## src/rtl/dtu_pkg.sv

```systemverilog
package dtu_pkg;
  localparam int PSW = 6;

  // bit0 join16, bit1 clk_sel0, bit2 clk_sel1, bit3 event_mode, bit4 func0
  typedef struct packed {
    logic func0;
    logic event_mode;
    logic clk_sel1;
    logic clk_sel0;
    logic join16;
  } ctrl_t;

  localparam int CTRL_W = $bits(ctrl_t);

  localparam logic [2:0] A_CTRL  = 3'd0;
  localparam logic [2:0] A_RATIO = 3'd1;
  localparam logic [2:0] A_REL0  = 3'd2;
  localparam logic [2:0] A_REL1  = 3'd3;
  localparam logic [2:0] A_CNT0  = 3'd4;
  localparam logic [2:0] A_CNT1  = 3'd5;

  // low-bit mask of the source-tick count: 1, 4, 16 or 64 ticks per advance
  function automatic logic [PSW-1:0] ratio_mask(input logic [1:0] code);
    logic [PSW:0] one_hot;
    one_hot = (PSW+1)'(1) << (2 * code);
    return PSW'(one_hot - 1'b1);
  endfunction
endpackage

```

## src/rtl/dtu_prescaler.sv

```systemverilog
module dtu_prescaler
  import dtu_pkg::*;
(
  input  logic       clk,
  input  logic       rst_n,
  input  logic       slow_en,
  input  logic       fast_en,
  input  logic       sel_fast,
  input  logic [1:0] ratio,
  output logic       tick
);
  logic           src_en;
  logic [PSW-1:0] src_cnt;
  logic [PSW-1:0] mask;

  assign src_en = sel_fast ? fast_en : slow_en;
  assign mask   = ratio_mask(ratio);
  assign tick   = src_en && ((src_cnt & mask) == mask);

  always_ff @(posedge clk) begin
    if (!rst_n)      src_cnt <= '0;
    else if (src_en) src_cnt <= src_cnt + 1'b1;
  end

  // with a divider above 1 and an unchanged ratio, ticks never come back to back
  a_r4_tick_spacing: assert property (@(posedge clk) disable iff (!rst_n)
    (tick && mask != '0) |=> (!tick || !$stable(mask)));

  // no tick without a source tick since the last edge
  a_r3_no_src_no_tick: assert property (@(posedge clk) disable iff (!rst_n)
    !src_en |-> !tick);
endmodule

```

## src/rtl/dtu_evt_front.sv

```systemverilog
module dtu_evt_front (
  input  logic clk,
  input  logic rst_n,
  input  logic evt_raw,
  input  logic evt_clean,
  input  logic use_clean,
  output logic level,
  output logic fall
);
  logic       src;
  logic [2:0] sync_q;

  assign src = use_clean ? evt_clean : evt_raw;

  always_ff @(posedge clk) begin
    if (!rst_n) sync_q <= '0;
    else        sync_q <= {sync_q[1:0], src};
  end

  assign level = sync_q[1];
  assign fall  = sync_q[2] & ~sync_q[1];

  // a falling edge is a single-cycle event
  a_r7_fall_single: assert property (@(posedge clk) disable iff (!rst_n)
    fall |=> !fall);
endmodule

```

## src/rtl/dtu_down_cnt.sv

```systemverilog
module dtu_down_cnt #(
  parameter int W = 8
) (
  input  logic         clk,
  input  logic         rst_n,
  input  logic         adv,
  input  logic [W-1:0] reload,
  output logic [W-1:0] count,
  output logic         wrap
);
  assign wrap = adv && (count == '0);

  always_ff @(posedge clk) begin
    if (!rst_n)    count <= '0;
    else if (wrap) count <= reload;
    else if (adv)  count <= count - 1'b1;
  end

  // reload on a zero advance, decrement otherwise, hold without advance
  a_r5_reload: assert property (@(posedge clk) disable iff (!rst_n)
    (adv && count == '0) |=> count == $past(reload));
  a_r5_decrement: assert property (@(posedge clk) disable iff (!rst_n)
    (adv && count != '0) |=> count == $past(count) - 1'b1);
  a_r5_hold: assert property (@(posedge clk) disable iff (!rst_n)
    !adv |=> $stable(count));
endmodule

```

## src/rtl/dual_timer_unit.sv

```systemverilog
module dual_timer_unit
  import dtu_pkg::*;
#(
  parameter int CW = 8,
  parameter int AW = 3
) (
  input  logic          clk,
  input  logic          rst_n,
  input  logic          wr_en,
  input  logic [AW-1:0] wr_addr,
  input  logic [CW-1:0] wr_data,
  input  logic [AW-1:0] rd_addr,
  output logic [CW-1:0] rd_data,
  input  logic          slow_tick,
  input  logic          fast_tick,
  input  logic          evt_raw,
  input  logic          evt_clean,
  output logic          uflow0,
  output logic          uflow1
);
  ctrl_t         ctrl;
  logic [1:0]    ratio0, ratio1;
  logic [CW-1:0] reload0, reload1;
  logic [CW-1:0] count0, count1;

  // named internal events for the assertions
  logic pre0_tick, pre1_tick;
  logic ev_level, ev_fall;
  logic adv0, adv1;
  logic wrap0, wrap1;

  always_ff @(posedge clk) begin
    if (!rst_n) begin
      ctrl    <= '0;
      ratio0  <= '0;
      ratio1  <= '0;
      reload0 <= '0;
      reload1 <= '0;
    end else if (wr_en) begin
      case (wr_addr)
        A_CTRL:  ctrl    <= ctrl_t'(wr_data[CTRL_W-1:0]);
        A_RATIO: {ratio1, ratio0} <= wr_data[3:0];
        A_REL0:  reload0 <= wr_data;
        A_REL1:  reload1 <= wr_data;
        default: ;
      endcase
    end
  end

  dtu_prescaler u_pre0 (
    .clk(clk), .rst_n(rst_n), .slow_en(slow_tick), .fast_en(fast_tick),
    .sel_fast(ctrl.clk_sel0), .ratio(ratio0), .tick(pre0_tick));

  dtu_prescaler u_pre1 (
    .clk(clk), .rst_n(rst_n), .slow_en(slow_tick), .fast_en(fast_tick),
    .sel_fast(ctrl.clk_sel1), .ratio(ratio1), .tick(pre1_tick));

  dtu_evt_front u_evt (
    .clk(clk), .rst_n(rst_n), .evt_raw(evt_raw), .evt_clean(evt_clean),
    .use_clean(ctrl.event_mode & ctrl.func0), .level(ev_level), .fall(ev_fall));

  always_comb begin
    if (ctrl.event_mode) adv0 = ev_fall;
    else                 adv0 = pre0_tick && (!ctrl.func0 || ev_level);
  end

  assign adv1 = ctrl.join16 ? wrap0 : pre1_tick;

  dtu_down_cnt #(.W(CW)) u_cnt0 (
    .clk(clk), .rst_n(rst_n), .adv(adv0), .reload(reload0),
    .count(count0), .wrap(wrap0));

  dtu_down_cnt #(.W(CW)) u_cnt1 (
    .clk(clk), .rst_n(rst_n), .adv(adv1), .reload(reload1),
    .count(count1), .wrap(wrap1));

  always_ff @(posedge clk) begin
    if (!rst_n) begin
      uflow0 <= 1'b0;
      uflow1 <= 1'b0;
    end else begin
      uflow0 <= wrap0 && !ctrl.join16;
      uflow1 <= wrap1;
    end
  end

  always_comb begin
    case (rd_addr)
      A_CTRL:  rd_data = CW'(ctrl);
      A_RATIO: rd_data = CW'({ratio1, ratio0});
      A_REL0:  rd_data = reload0;
      A_REL1:  rd_data = reload1;
      A_CNT0:  rd_data = count0;
      A_CNT1:  rd_data = count1;
      default: rd_data = '0;
    endcase
  end

  // joined mode silences the low flag and gates the high counter
  a_r6_low_flag_quiet: assert property (@(posedge clk) disable iff (!rst_n)
    $past(ctrl.join16) |-> !uflow0);
  a_r6_high_waits_carry: assert property (@(posedge clk) disable iff (!rst_n)
    (ctrl.join16 && !wrap0) |=> $stable(count1));
  // in event mode only a falling edge moves channel 0
  a_r7_prescaler_ignored: assert property (@(posedge clk) disable iff (!rst_n)
    (ctrl.event_mode && !ev_fall) |=> $stable(count0));
  // pulse-width mode holds while the input is low
  a_r9_gate_low: assert property (@(posedge clk) disable iff (!rst_n)
    (!ctrl.event_mode && ctrl.func0 && !ev_level) |=> $stable(count0));
  // a flag follows an underflow
  a_r5_flag_after_wrap: assert property (@(posedge clk) disable iff (!rst_n)
    uflow1 |-> $past(wrap1));
endmodule

```

## config.mk

```make
export PLATFORM = sky130hd
export DESIGN_NAME = dual_timer_unit
export DESIGN_NICKNAME = d
export VERILOG_FILES = /design/src/rtl/dtu_pkg.sv /design/src/rtl/dtu_prescaler.sv /design/src/rtl/dtu_evt_front.sv /design/src/rtl/dtu_down_cnt.sv /design/src/rtl/dual_timer_unit.sv
export SDC_FILE = /design/constraint.sdc
export NUM_CORES = 1
export LEC_CHECK = 0
export BUFFER_PORTS_ARGS = -buffer_cell sky130_fd_sc_hd__buf_2
export CELL_PAD_IN_SITES_DETAIL_PLACEMENT = 1
export CELL_PAD_IN_SITES_GLOBAL_PLACEMENT = 2
export CORE_MARGIN = 5
export CORE_UTILIZATION = 39
export DETAILED_ROUTE_END_ITERATION = 10
export HOLD_SLACK_MARGIN = 0.12
export PLACE_DENSITY = 0.87
export REMOVE_ABC_BUFFERS = 1
export SYNTH_ARGS = -nofsm -noshare
export SYNTH_HDL_FRONTEND = slang
export SYNTH_SLANG_ARGS = --single-unit
```

## constraint.sdc

```tcl
create_clock -name clk -period 5.5 [get_ports clk]
set_clock_uncertainty 0.2 [all_clocks]
set_input_delay 0.825 -clock clk [delete_from_list [all_inputs] [get_ports clk]]
set_output_delay 0.825 -clock clk [all_outputs]
set_load 0.005 [all_outputs]
```

* Word level (Yosys, flattened, before mapping) *
Index checks and enable logic that the tools add are counted.

operators by class
  bitwise logic cells = 5
  muxes and demuxes = 10
  magnitude comparators = 0
  multiply operators = 0
  equal/unequal tests = 10
  reduce and logical (&&, ||, !) cells = 19
  divide/modulo/power cells = 0
  shift operators = 2
  $add $sub $neg = 6

operator list
  operator             count
  $pmux 8 s6           1
  $mux 8               4
  $logic_not 8->1      2
  $sub 8x1->8 const B  2
  $add 6x1->6 const B  2
  $and 6x6->6          2
  $eq 3x2->1 const B   4
  $eq 6x6->1           2
  $shl 1x3->6 const A  2
  $sub 6x1->6 const B  2
  $reduce_and 2->1     4
  $eq 3x1->1 const B   2
  $eq 3x3->1 const B   2
  $logic_and 1x1->1    6
  $logic_not 3->1      2
  $mux 1               5
  $reduce_bool 2->1    2
  $and 1x1->1          2
  $logic_not 1->1      2
  $logic_or 1x1->1     1
  $not 1->1            1

word-level totals
  register bits after elaboration = 58
  memory bits (writable) = 0
  memories = 0
  word-level logic and storage cells = 68
  output and inout port bits = 10
  memory bits (read-only) = 0
  latch bits = 0

* Depth between registers and ports, before layout *
Gate-level depths: netlist (run 1).

  depth in word-level cells = 11
  depth in mapped cells = 9
  depth with buffers taken out = 8

* By module *
Synthesis (run 1) repeated with hierarchy kept, for this count alone.

unflattened totals
  cell total of the unflattened synthesis = 355
  area, all modules = 3158.0 µm²

by module, submodules not included
  module           cells each  area an instance (µm²)  sequential area each (µm²)  instances
  dual_timer_unit  149         1366.3                  540.5                       1
  dtu_down_cnt     64          544.3                   160.2                       2
  dtu_prescaler    35          304.0                   120.1                       2
  dtu_evt_front    8           95.1                    60.1                        1

* Worst setup path after synthesis (run 1) *
Ideal clock, no wire load.

  path kind = input -> output
  from = input port rd_addr[1]
  to = output port rd_data[0]
  data arrival time = 1715 ps
  data required time = 4475 ps
  buffers on the path = 1
  stages on the path = 4
  slack = 2760 ps
  cells stage by stage = clkbuf_1 > mux2_2 > a22oi_1 > o21ai_0

on the way
  cells in the longest elaborated chain, start to end = 2

RTL lines
  element                                   line                   text
  from (decl)                               dual_timer_unit.sv:12  input logic [AW-1:0] rd_addr,
  $eq 3x3->1, or another cell as far along  dual_timer_unit.sv:88  case (rd_addr)
  $pmux 8 s6 (*)                            dual_timer_unit.sv:88
  to (decl)                                 dual_timer_unit.sv:13  output logic [CW-1:0] rd_data,

Mark *: on every way between the ends. The rest lies on a longest branch, timed or not.

* Worst setup path in the final report (run 1) *
  from = input port rd_addr[0]
  to = output port rd_data[3]

Same word-level chain as after synthesis.

==> results of run 1 <==
## placed cells by master (no fill, tap or decap), types with 3 or more instances in the layout
master    count
buf_2        30
nor3b_1       4
nand2_1      41
or3_1         3
mux2_2        4
ha_1          5
nor3_1        5
nor4_1        8
clkbuf_8     10
nor2_1       14
mux2i_1      33
o22ai_1       7
xnor2_1       9
nand3_1       6
o211ai_1      3
nor2b_1      23
inv_1        11
or4_1         6
a21oi_1       6
and2_1       11
dfxtp_1      58
a21boi_0     14
nand2b_1      5
and3_1        4
o21ai_0      16
## through the flow
stage                     instances  hold slack [ns]
after floorplan                 326            0.212
after global placement          459            0.222
after detailed placement        459            0.227
after CTS                       474            0.243
after global routing            474            0.256
final                           474            0.240
## logic make-up after synthesis
| logic type | share of synthesized area |
|---|---|
| flops | 0.384 |
| buf+inv | 0.0327 |
| mux | 0.139 |
| compound gates | 0.147 |
| fa+ha+maj | 0.0207 |
| xor+xnor | 0.0319 |
| simple gates | 0.245 |
## layer usage
layer  global-route usage  share of wire  up-vias
met5                    0              0        -
met1                0.233           0.48     1233
met3               0.0429          0.021        9
li1                     -              -     1270
met4               0.0618          0.018        0
met2                0.290           0.48       29
## flip-flops by register name (all words and copies together), names as in the netlist, 2 cells and up
register / count
ctrl: 5
ratio0: 2
ratio1: 2
reload0: 8
reload1: 8
u_cnt0.count: 8
u_cnt1.count: 8
u_evt.sync_q: 3
u_pre0.src_cnt: 6
u_pre1.src_cnt: 6
## path summary, 6_finish.rpt
path	start	end	slack, ns	depth (start not counted)
min reg2reg	u_evt.sync_q[0]	u_evt.sync_q[1]	0.24	1
max reg2reg	ratio0[0]	u_cnt1.count[0]	2.57	9
min	u_evt.sync_q[0]	u_evt.sync_q[1]	0.24	1
max	rd_addr[0]	rd_data[3]	2.41	5
## power groups by stage
stage	Combinational, mW	Clock [mW]	Sequential [mW]
floorplan	0.374	0	0.538
global placement	0.483	0	0.564
detailed placement	0.495	0	0.566
CTS	0.504	0.394	0.557
global route	0.576	0.417	0.570
finish	0.498	0.386	0.558
## area by class of cell
| cell class | instances | share of cell area |
|---|---|---|
| tap | 102 | 0.0371 |
| sequential | 58 | 0.338 |
| inverter | 11 | 0.0120 |
| timing repair buffer | 31 | 0.0459 |
| clock buffer | 12 | 0.0422 |
| clock inverter | 3 | 0.0117 |
| multi-input combinational | 257 | 0.513 |
## cells in the mapped netlist, types with 3 or more instances
master	count	area, µm²
dfxtp_1	58	1160
nand2_1	41	154
mux2i_1	33	330
nor2b_1	23	144
o21ai_0	16	80.1
a21boi_0	14	105
nor2_1	14	52.6
clkbuf_1	12	45.0
and2_1	11	68.8
inv_1	11	41.3
xnor2_1	9	78.8
nor4_1	8	50.1
o22ai_1	7	43.8
a21oi_1	6	30.0
nand3_1	6	30.0
or4_1	6	45.0
ha_1	5	62.6
nand2b_1	5	31.3
nor3_1	5	25.0
and3_1	4	25.0
mux2_2	4	45.0
nor3b_1	4	30.0
o211ai_1	3	22.5
or3_1	3	18.8
==> metrics.md, run 1 <==
| Metric | Value |
|---|---|
| Global-route wire length before repair | around 14000 µm |
| Max stage delay cell, worst path | mux4_2 |
| Via count | approximately 2500 |
| CORE AREA | 7650 µm² |
| EDFF count, synth | 0 |
| Yosys warns | 0 |
| Footprint of the multi-input gates | ~1800 µm² |
| DP Area | between 3000 and 4000 µm² |
| Worst-Margin Slew | between 0.9 and 1 ns |
| Hpwl dp | 5700 µm |
| Int Pwr | approximately 0.91 mW |
| Ys flop type | dfxtp_1 |
| Post-synthesis async set-or-reset flop share | 0 |
| Clock Path Buffers | 2 |
| Flop pwr share | 0.387 |
| Worst-path clk slew | 0.07 ns |
| Period Utilization, post-route | 0.562 |
| Setup ws final | roughly 2.4 ns |
| Mean Syn Cell Area | a little under 9 µm² |
| 1st-iter DRT viols | between 70 and 80 |
| Critical Path End Type | primary output |
| Initial antenna violation count | 0 |
| Crit-path cells | buf_2, mux4_2, inv_1, o22ai_1, buf_2 |
| Delay-heaviest family, CP | buffers and inverters |
| Power Total | approximately 1.4 mW |
| Filler cells | 924 |
| Crit-path max cell delay | between 0.5 and 0.6 ns |
| I/O Buffers | 30 |
| CP arrival | between 2 and 2.5 ns |
| Layout cells sized above 1 | 0.153 |
| CTS buffer count | 9 |
| Worst slew margin | 0.342 |
| Max VDD drop | 200 µV |
| Fmax | roughly 0.32 GHz |
| DIE HEIGHT | about 98 µm |
| Tmin final | around 3.1 ns |
| Number of nets with antenna violations after routing | 0 |
| Max-cap violations | 0 |
| Clock Sinks | a little under 60 |
| Area delta synth->final | 13.7% |
| Ratio of total power to cell area | around 420 nW/µm² |
| Finished Core Util | 0.449 |
| # diodes | 0 |
| RSZ-0062 raised after global routing | false |
| Io pins | 31 |
| Vias in the first global route | 2688 |
| Post-DR wirelength/cell | 16.7 µm |
| CTS tree | yes |
| Seq/Total Area, Yosys | 0.384 |
| Hold crit path type | register to register |
| Sw Ratio | 0.368 |
| Routability cong. | 0.814 |
| Gr ovfl total | 0 |
| Mapped Area | 3020 µm² |
| Nets | roughly 390 |
| Combinational group share of total power | 0.345 |
| Run status | finished, final reports clean |
| Starting Density | 0.395 |
| Worst-Skew Late Latency | between 0.3 and 0.4 ns |
| Slew Viols, Final | 0 |
| Cell mode on critical path | buf_2 |
| Crit path launch type | input port |
| Post-CTS setup buffers | 0 |
| Synthesized flop and latch total | between 50 and 60 |
| Htree depth | 3 |
| Setup violators final | 0 |
| Residual DRC | 0 |
| Vias per cell | approximately 5.4 |
| WP buf/inv | 3 |
| Drt first pass iters | 4 |
| Resized cells post-CTS | 0 |
| Die ar. | just under 10000 µm² |
| Clock network power share | 0.268 |
| GRT Util Overall | 0.179 |
| Clock root cell | clkbuf_8 |
| Yosys cell types | slightly above 50 |
| Setup TNS | 0 ns |
| Critical path type | input port to primary output |
| NetSw | ~0.53 mW |
| Largest net degree at the start of global routing | 66 |
| Die W | ~98 µm |
| Hold_buf cts | 0 |
| Place WS | 2.40 ns |
| Total length of routed wires | about 7900 µm |
| CP max FO | 21 |
| Static leakage | roughly 1.3 nW |
| Cell count after synthesis | about 340 |
| Seq. cell area | approximately 1200 µm² |
| Cell Rows | 32 |
| WP data required | roughly 4.5 ns |
| Final hold vios | 0 |
| Final Cell Area | around 3400 µm² |
(Power assumes the default switching activity.)
==> run 2: changes to the inputs <==
Settings changed: CORE_UTILIZATION 39 to 33, PLACE_DENSITY 0.87 to 0.79.
Clock period 5.5 ns to 2.65 ns, I/O delays scaled along.
==> run 2 against run 1 <==
Against the previous run:
- total power is 130% higher
- sequential share of layout area is 2.8 points lower
- combinational power is 130% higher
- via count is 3.9% higher
- highest routed layer unchanged
- routed wire length is 7.9% higher
- hold slack worse by 0.10 ns
- clock power is 150% higher
- setup slack worse by 2.3 ns
- sequential power is 110% higher
- critical path depth is 5 higher
==> metrics.md, run 2 (synthesized netlist as in run 1, its figures left out) <==
| Metric | Value |
|---|---|
| Critical path type | register to register |
| Clock Sinks | 58 (unchanged) |
| CP arrival | 2.60 ns (+0.54 ns) |
| Most frequent cells in the layout | 56 x dfxtp_1, 41 x nand2_1, 33 x mux2i_1 |
| Starting Density | 0.333 (-0.0618) |
| Cell mode on critical path | buf_6 |
| Gr ovfl total | 0 (unchanged) |
| Hold crit path type | input port to register |
| Setup ws final | 0.0666 ns (-2.34 ns) |
| Filler cells | 1070 (+16%) |
| Clock root cell | clkbuf_8 |
| Total length of routed wires | 8520 µm (+7.9%) |
| Hpwl dp | 6290 µm (+10%) |
| Clock Path Buffers | 2 (unchanged) |
| Max-cap violations | 0 (unchanged) |
| Worst slew margin | 0.514 (+0.172) |
| Nets | 418 (+6.1%) |
| Placed insts | 485 (+5.7%) |
| Delay-heaviest family, CP | simple AND/OR/NAND/NOR gates |
| Post-DR wirelength/cell | 16.8 µm (+0.72%) |
| Static leakage | 1.43 nW (+12%) |
| Setup violators final | 0 (unchanged) |
| RSZ-0062 raised after global routing | false |
| Vias per cell | 5.20 (-3.0%) |
| Run status | finished, final reports clean |
| Routability cong. | 0.759 (-6.7%) |
| CTS buffer count | 9 (unchanged) |
| I/O Buffers | 30 (unchanged) |
| DIE HEIGHT | 106 µm (+7.8%) |
| Commonest non-fill, non-tap cell in the layout | dfxtp_1 |
| Via count | 2641 (+3.9%) |
| Initial antenna violation count | 0 (unchanged) |
| Residual DRC | 0 (unchanged) |
| Final hold vios | 0 (unchanged) |
| Number of nets with antenna violations after routing | 0 (unchanged) |
| Drt first pass iters | 4 (unchanged) |
| Slew Viols, Final | 0 (unchanged) |
| Area delta synth->final | 24.3% |
| WP data required | 2.67 ns (-1.80 ns) |
| Global-route wire length before repair | 14400 µm (+4.7%) |
| Layout cells sized above 1 | 0.222 (+0.0684) |
| Htree depth | 3 (unchanged) |
| # diodes | 0 (unchanged) |
| Crit-path max cell delay | 0.38 ns (-0.17 ns) |
| GRT Util Overall | 0.163 (-0.0161) |
| CORE AREA | 9060 µm² (+19%) |
| Max stage delay cell, worst path | or3_4 |
| Period Utilization, post-route | 0.975 |
| Ratio of total power to cell area | 871 nW/µm² (+110%) |
| Cell Rows | 35 (+9.4%) |
| Place WS | -0.0819 ns (-2.48 ns) |
| Max VDD drop | 379 µV (+90%) |
| Worst-Margin Slew | 0.729 ns (-0.257 ns) |
| Vias in the first global route | 2820 (+4.9%) |
| Critical Path End Type | register |
| Die ar. | 11200 µm² (+16%) |
| WP buf/inv | 2 (-1) |
| Crit-path cells | buf_6, nand2b_4, ha_4, nor2b_4, a2111oi_4, a31oi_2, buf_6, or3_4, nor4_2, o22ai_1 |
| 1st-iter DRT viols | 45 (-43%) |
| Largest net degree at the start of global routing | 44 (-33%) |
| Worst-Skew Late Latency | 0.35 ns (about the same) |
| Crit path launch type | register |
| Worst-path clk slew | 0.07 ns (about the same) |
| CP max FO | 4 (-81%) |
| Post-Layout Cell Count | 508 (+7.2%) |
| Tmin final | 2.58 ns |
| Die W | 106 µm (+7.8%) |
| CTS tree | yes |
| Io pins | 31 (unchanged) |
| Fmax | between 0.3 and 0.4 GHz |
run 2: stage by stage:
stage	instance area, µm²	setup TNS [ns]	total power, mW	util	hold WS (ns)
finish	3760	0	3.27	0.414	0.138
global route	3760	0	3.49	0.414	0.149
CTS	3740	0	3.30	0.413	0.123
detailed placement	3390	-0.266	2.30	0.374	0.240
global placement	3390	-0.00253	2.28	0.374	0.224
floorplan	2970	-0.494	1.89	-	0.212
run 2: layer usage:
| metal | GRT usage | routed length (µm) | part of all wire | up-vias |
|---|---|---|---|---|
| met5 | 0 | 0 | 0 | - |
| met4 | 0.0657 | 155 | 0.018 | 0 |
| met1 | 0.201 | 3990 | 0.47 | 1288 |
| met2 | 0.277 | 4210 | 0.49 | 24 |
| li1 | - | - | - | 1314 |
| met3 | 0.0312 | 166 | 0.019 | 15 |
run 2: power by group:
part	switching (mW)	total (mW)	internal [mW]	leakage [nW]
registers	0.164	1.16	0.991	0.473
logic	0.629	1.17	0.538	0.837
clock network	0.371	0.952	0.581	0.117
run 2: final timing paths:
kind | cells past startpoint | slack [ns] | startpoint | to
max | 10 | 0.07 | ratio0[1] | u_cnt0.count[5]
max reg2reg | 10 | 0.07 | ratio0[1] | u_cnt0.count[5]
min | 3 | 0.14 | evt_clean | u_evt.sync_q[0]
min reg2reg | 1 | 0.25 | u_evt.sync_q[0] | u_evt.sync_q[1]
run 2: final cells by class:
class | instances | area, µm² | area share
Multi-Input combinational cell | 257 | 1830 | 0.487
Sequential cell | 58 | 1160 | 0.310
Timing Repair Buffer | 55 | 355 | 0.0946
Clock buffer | 12 | 155 | 0.0413
Tap cell | 111 | 139 | 0.0370
Clock inverter | 4 | 73.8 | 0.0196
Inverter | 11 | 41.3 | 0.0110
run 2: repair_timing:
item | in CTS | in global routing
buffers inserted | 3 | 0
hold buffers | 4 | 0
pin swaps | 6 | 1
setup endpoints to repair | 9 | 3
gates resized for setup | 15 | 2
endpoints found under the hold margin | 4 | 0
run 2: worst min-delay path: cells and delay by family:
family / cells / cell delay (ns)
compound gates: 1 / 0.07
buf+inv: 1 / 0.10
simple gates: 1 / 0.06
==> run 3: changes to the inputs <==
Settings changed: CTS_BUF_LIST from default to sky130_fd_sc_hd__clkbuf_4 sky130_fd_sc_hd__clkbuf_8 sky130_fd_sc_hd__clkbuf_16, SLEW_MARGIN from default to 20.
==> run 3 against run 2 <==
Against the previous run:
- core utilization about the same
- non-clock buffer count unchanged
- maximum frequency about the same
- global-route usage about the same
- cell count stayed put
- hold slack about the same
- first-iteration DRC count is 8.9% higher
- combinational power about the same
- total power grew 0.15%
- clock-buffer cell count stayed put
- die area did not move
- critical path depth unchanged
==> metrics.md, run 3 (synthesized netlist as in run 1, its figures left out) <==
| Metric | Value |
|---|---|
| Setup violators final | 0 (unchanged) |
| Initial antenna violation count | 0 (unchanged) |
| Power Total | 3.28 mW (+0.15%) |
| # diodes | 0 (unchanged) |
| Worst-path clk slew | 0.07 ns (about the same) |
| Placed insts | 485 (unchanged) |
| Slew Viols, Final | 0 (unchanged) |
| Die W | 106 µm (unchanged) |
| CTS buffer count | 9 (unchanged) |
| Critical Path End Type | register |
| Vias in the first global route | 2820 (unchanged) |
| Period Utilization, post-route | 0.975 (about the same) |
| Critical path type | register to register |
| Number of nets with antenna violations after routing | 0 (unchanged) |
| WP data required | 2.67 ns (about the same) |
| Routed length on met1 | 3960 µm (-0.85%) |
| Htree depth | 3 (unchanged) |
| Cell Rows | 35 (unchanged) |
| Io pins | 31 (unchanged) |
| Nets | 418 (unchanged) |
| Clock Sinks | 58 (unchanged) |
| Ratio of total power to cell area | 872 nW/µm² (about the same) |
| Layout cells sized above 1 | 0.224 (+0.00252) |
| Area delta synth->final | 24.4% |
| Die ar. | 11200 µm² (unchanged) |
| RSZ-0062 raised after global routing | false |
| Global-route wire length before repair | 14400 µm (about the same) |
| Run status | finished, final reports clean |
| Final hold vios | 0 (unchanged) |
| Gr ovfl total | 0 (unchanged) |
| Final Cell Area | 3760 µm² (+0.10%) |
| Met3 wire length | 195 µm (+17%) |
| Commonest non-fill, non-tap cell in the layout | dfxtp_1 |
| Vias per cell | 5.19 (-0.19%) |
| Static leakage | 1.43 nW (+0.24%) |
| DIE HEIGHT | 106 µm (unchanged) |
| CP arrival | 2.60 ns (about the same) |
| Via count | 2636 (-0.19%) |
| Routability cong. | 0.759 (unchanged) |
| Post-Layout Cell Count | 508 (unchanged) |
| Starting Density | 0.333 (unchanged) |
| Finished Core Util | 0.415 (about the same) |
| Fmax | 0.387 GHz (about the same) |
| CORE AREA | 9060 µm² (unchanged) |
| Worst slew margin | 0.511 (-0.00289) |
| Max-cap violations | 0 (unchanged) |
| Clock Path Buffers | 2 (unchanged) |
| I/O Buffers | 30 (unchanged) |
| Crit path launch type | register |
| DP Area | 3390 µm² (unchanged) |
| Total length of routed wires | 8530 µm (about the same) |
| Drt first pass iters | 4 (unchanged) |
| Clock root cell | clkbuf_8 |
| CTS tree | yes |
| CP max FO | 4 (unchanged) |
| Setup TNS | 0 ns (unchanged) |
| Worst-Skew Late Latency | 0.35 ns (about the same) |
| Hold crit path type | input port to register |
| Hpwl dp | 6290 µm (unchanged) |
| Residual DRC | 0 (unchanged) |
| Post-DR wirelength/cell | 16.8 µm (about the same) |
| Worst-Margin Slew | 0.733 ns (+0.00433 ns) |
| Most frequent cells in the layout | 56 x dfxtp_1, 41 x nand2_1, 33 x mux2i_1 |
| Largest net degree at the start of global routing | 44 (unchanged) |
| Tmin final | 2.58 ns (+0.000226 ns) |
| Max layer used | met4 |
| GRT Util Overall | 0.163 (about the same) |
| Max VDD drop | 378 µV (-0.12%) |
| WL met2 | 4220 µm (+0.31%) |
| 1st-iter DRT viols | 49 (+8.9%) |
run 3: cell count changes in the layout (fill, tap and decap cells not counted):
cell / before / now
clkbuf_1: 1 / 0
clkbuf_4: 0 / 1
run 3: repair_timing:
item | CTS | global route
endpoints found under the hold margin | 4 | 0
gates resized for setup | 15 | 2
pin swaps | 6 | 1
hold buffers | 4 | 0
buffers inserted | 3 | 0
endpoints found under the setup margin | 9 | 3
run 3: worst paths after layout:
check | from | end | slack (ns) | cells after the start
worst max-delay path | ratio0[1] | u_cnt0.count[5] | 0.07 | 10
worst min-delay path | evt_clean | u_evt.sync_q[0] | 0.14 | 3
worst max register to register | ratio0[1] | u_cnt0.count[5] | 0.07 | 10
worst min register to register | u_evt.sync_q[0] | u_evt.sync_q[1] | 0.25 | 1
run 3: where the power goes:
part           switching [mW]  internal [mW]
combinational           0.629          0.538
sequential              0.163          0.991
clock                   0.366          0.591
run 3: layout make-up:
class                   count  area (µm²)
clock buffers              12         159
multi-input cells         257        1830
fillers                  1072        5300
flip-flops and latches     58        1160
repair buffers             55         355
clock inverters             4        73.8
well taps                 111         139
inverters                  11        41.3
run 3: worst max-delay path, stage by stage (launching register included):
cell       delay (ns)
dfxtp_2          0.34
buf_6            0.11
nand2b_4         0.14
ha_4             0.15
nor2b_4          0.12
a2111oi_4        0.32
a31oi_2          0.17
buf_6            0.16
or3_4            0.38
nor4_2           0.25
o22ai_1          0.11
run 3: per-layer routing:
| layer | global-route usage | vias to the layer above |
|---|---|---|
| li1 | - | 1315 |
| met1 | 0.201 | 1280 |
| met2 | 0.277 | 26 |
| met3 | 0.0312 | 15 |
| met4 | 0.0657 | 0 |
| met5 | 0 | - |
run 3: metrics by stage:
step / hold slack [ns] / setup WS [ns]
after floorplan: 0.212 / -0.156
after global placement: 0.224 / -0.00253
after detailed placement: 0.240 / -0.0819
after CTS: 0.123 / 0.0205
after global routing: 0.149 / 0.00668
final: 0.138 / 0.0664
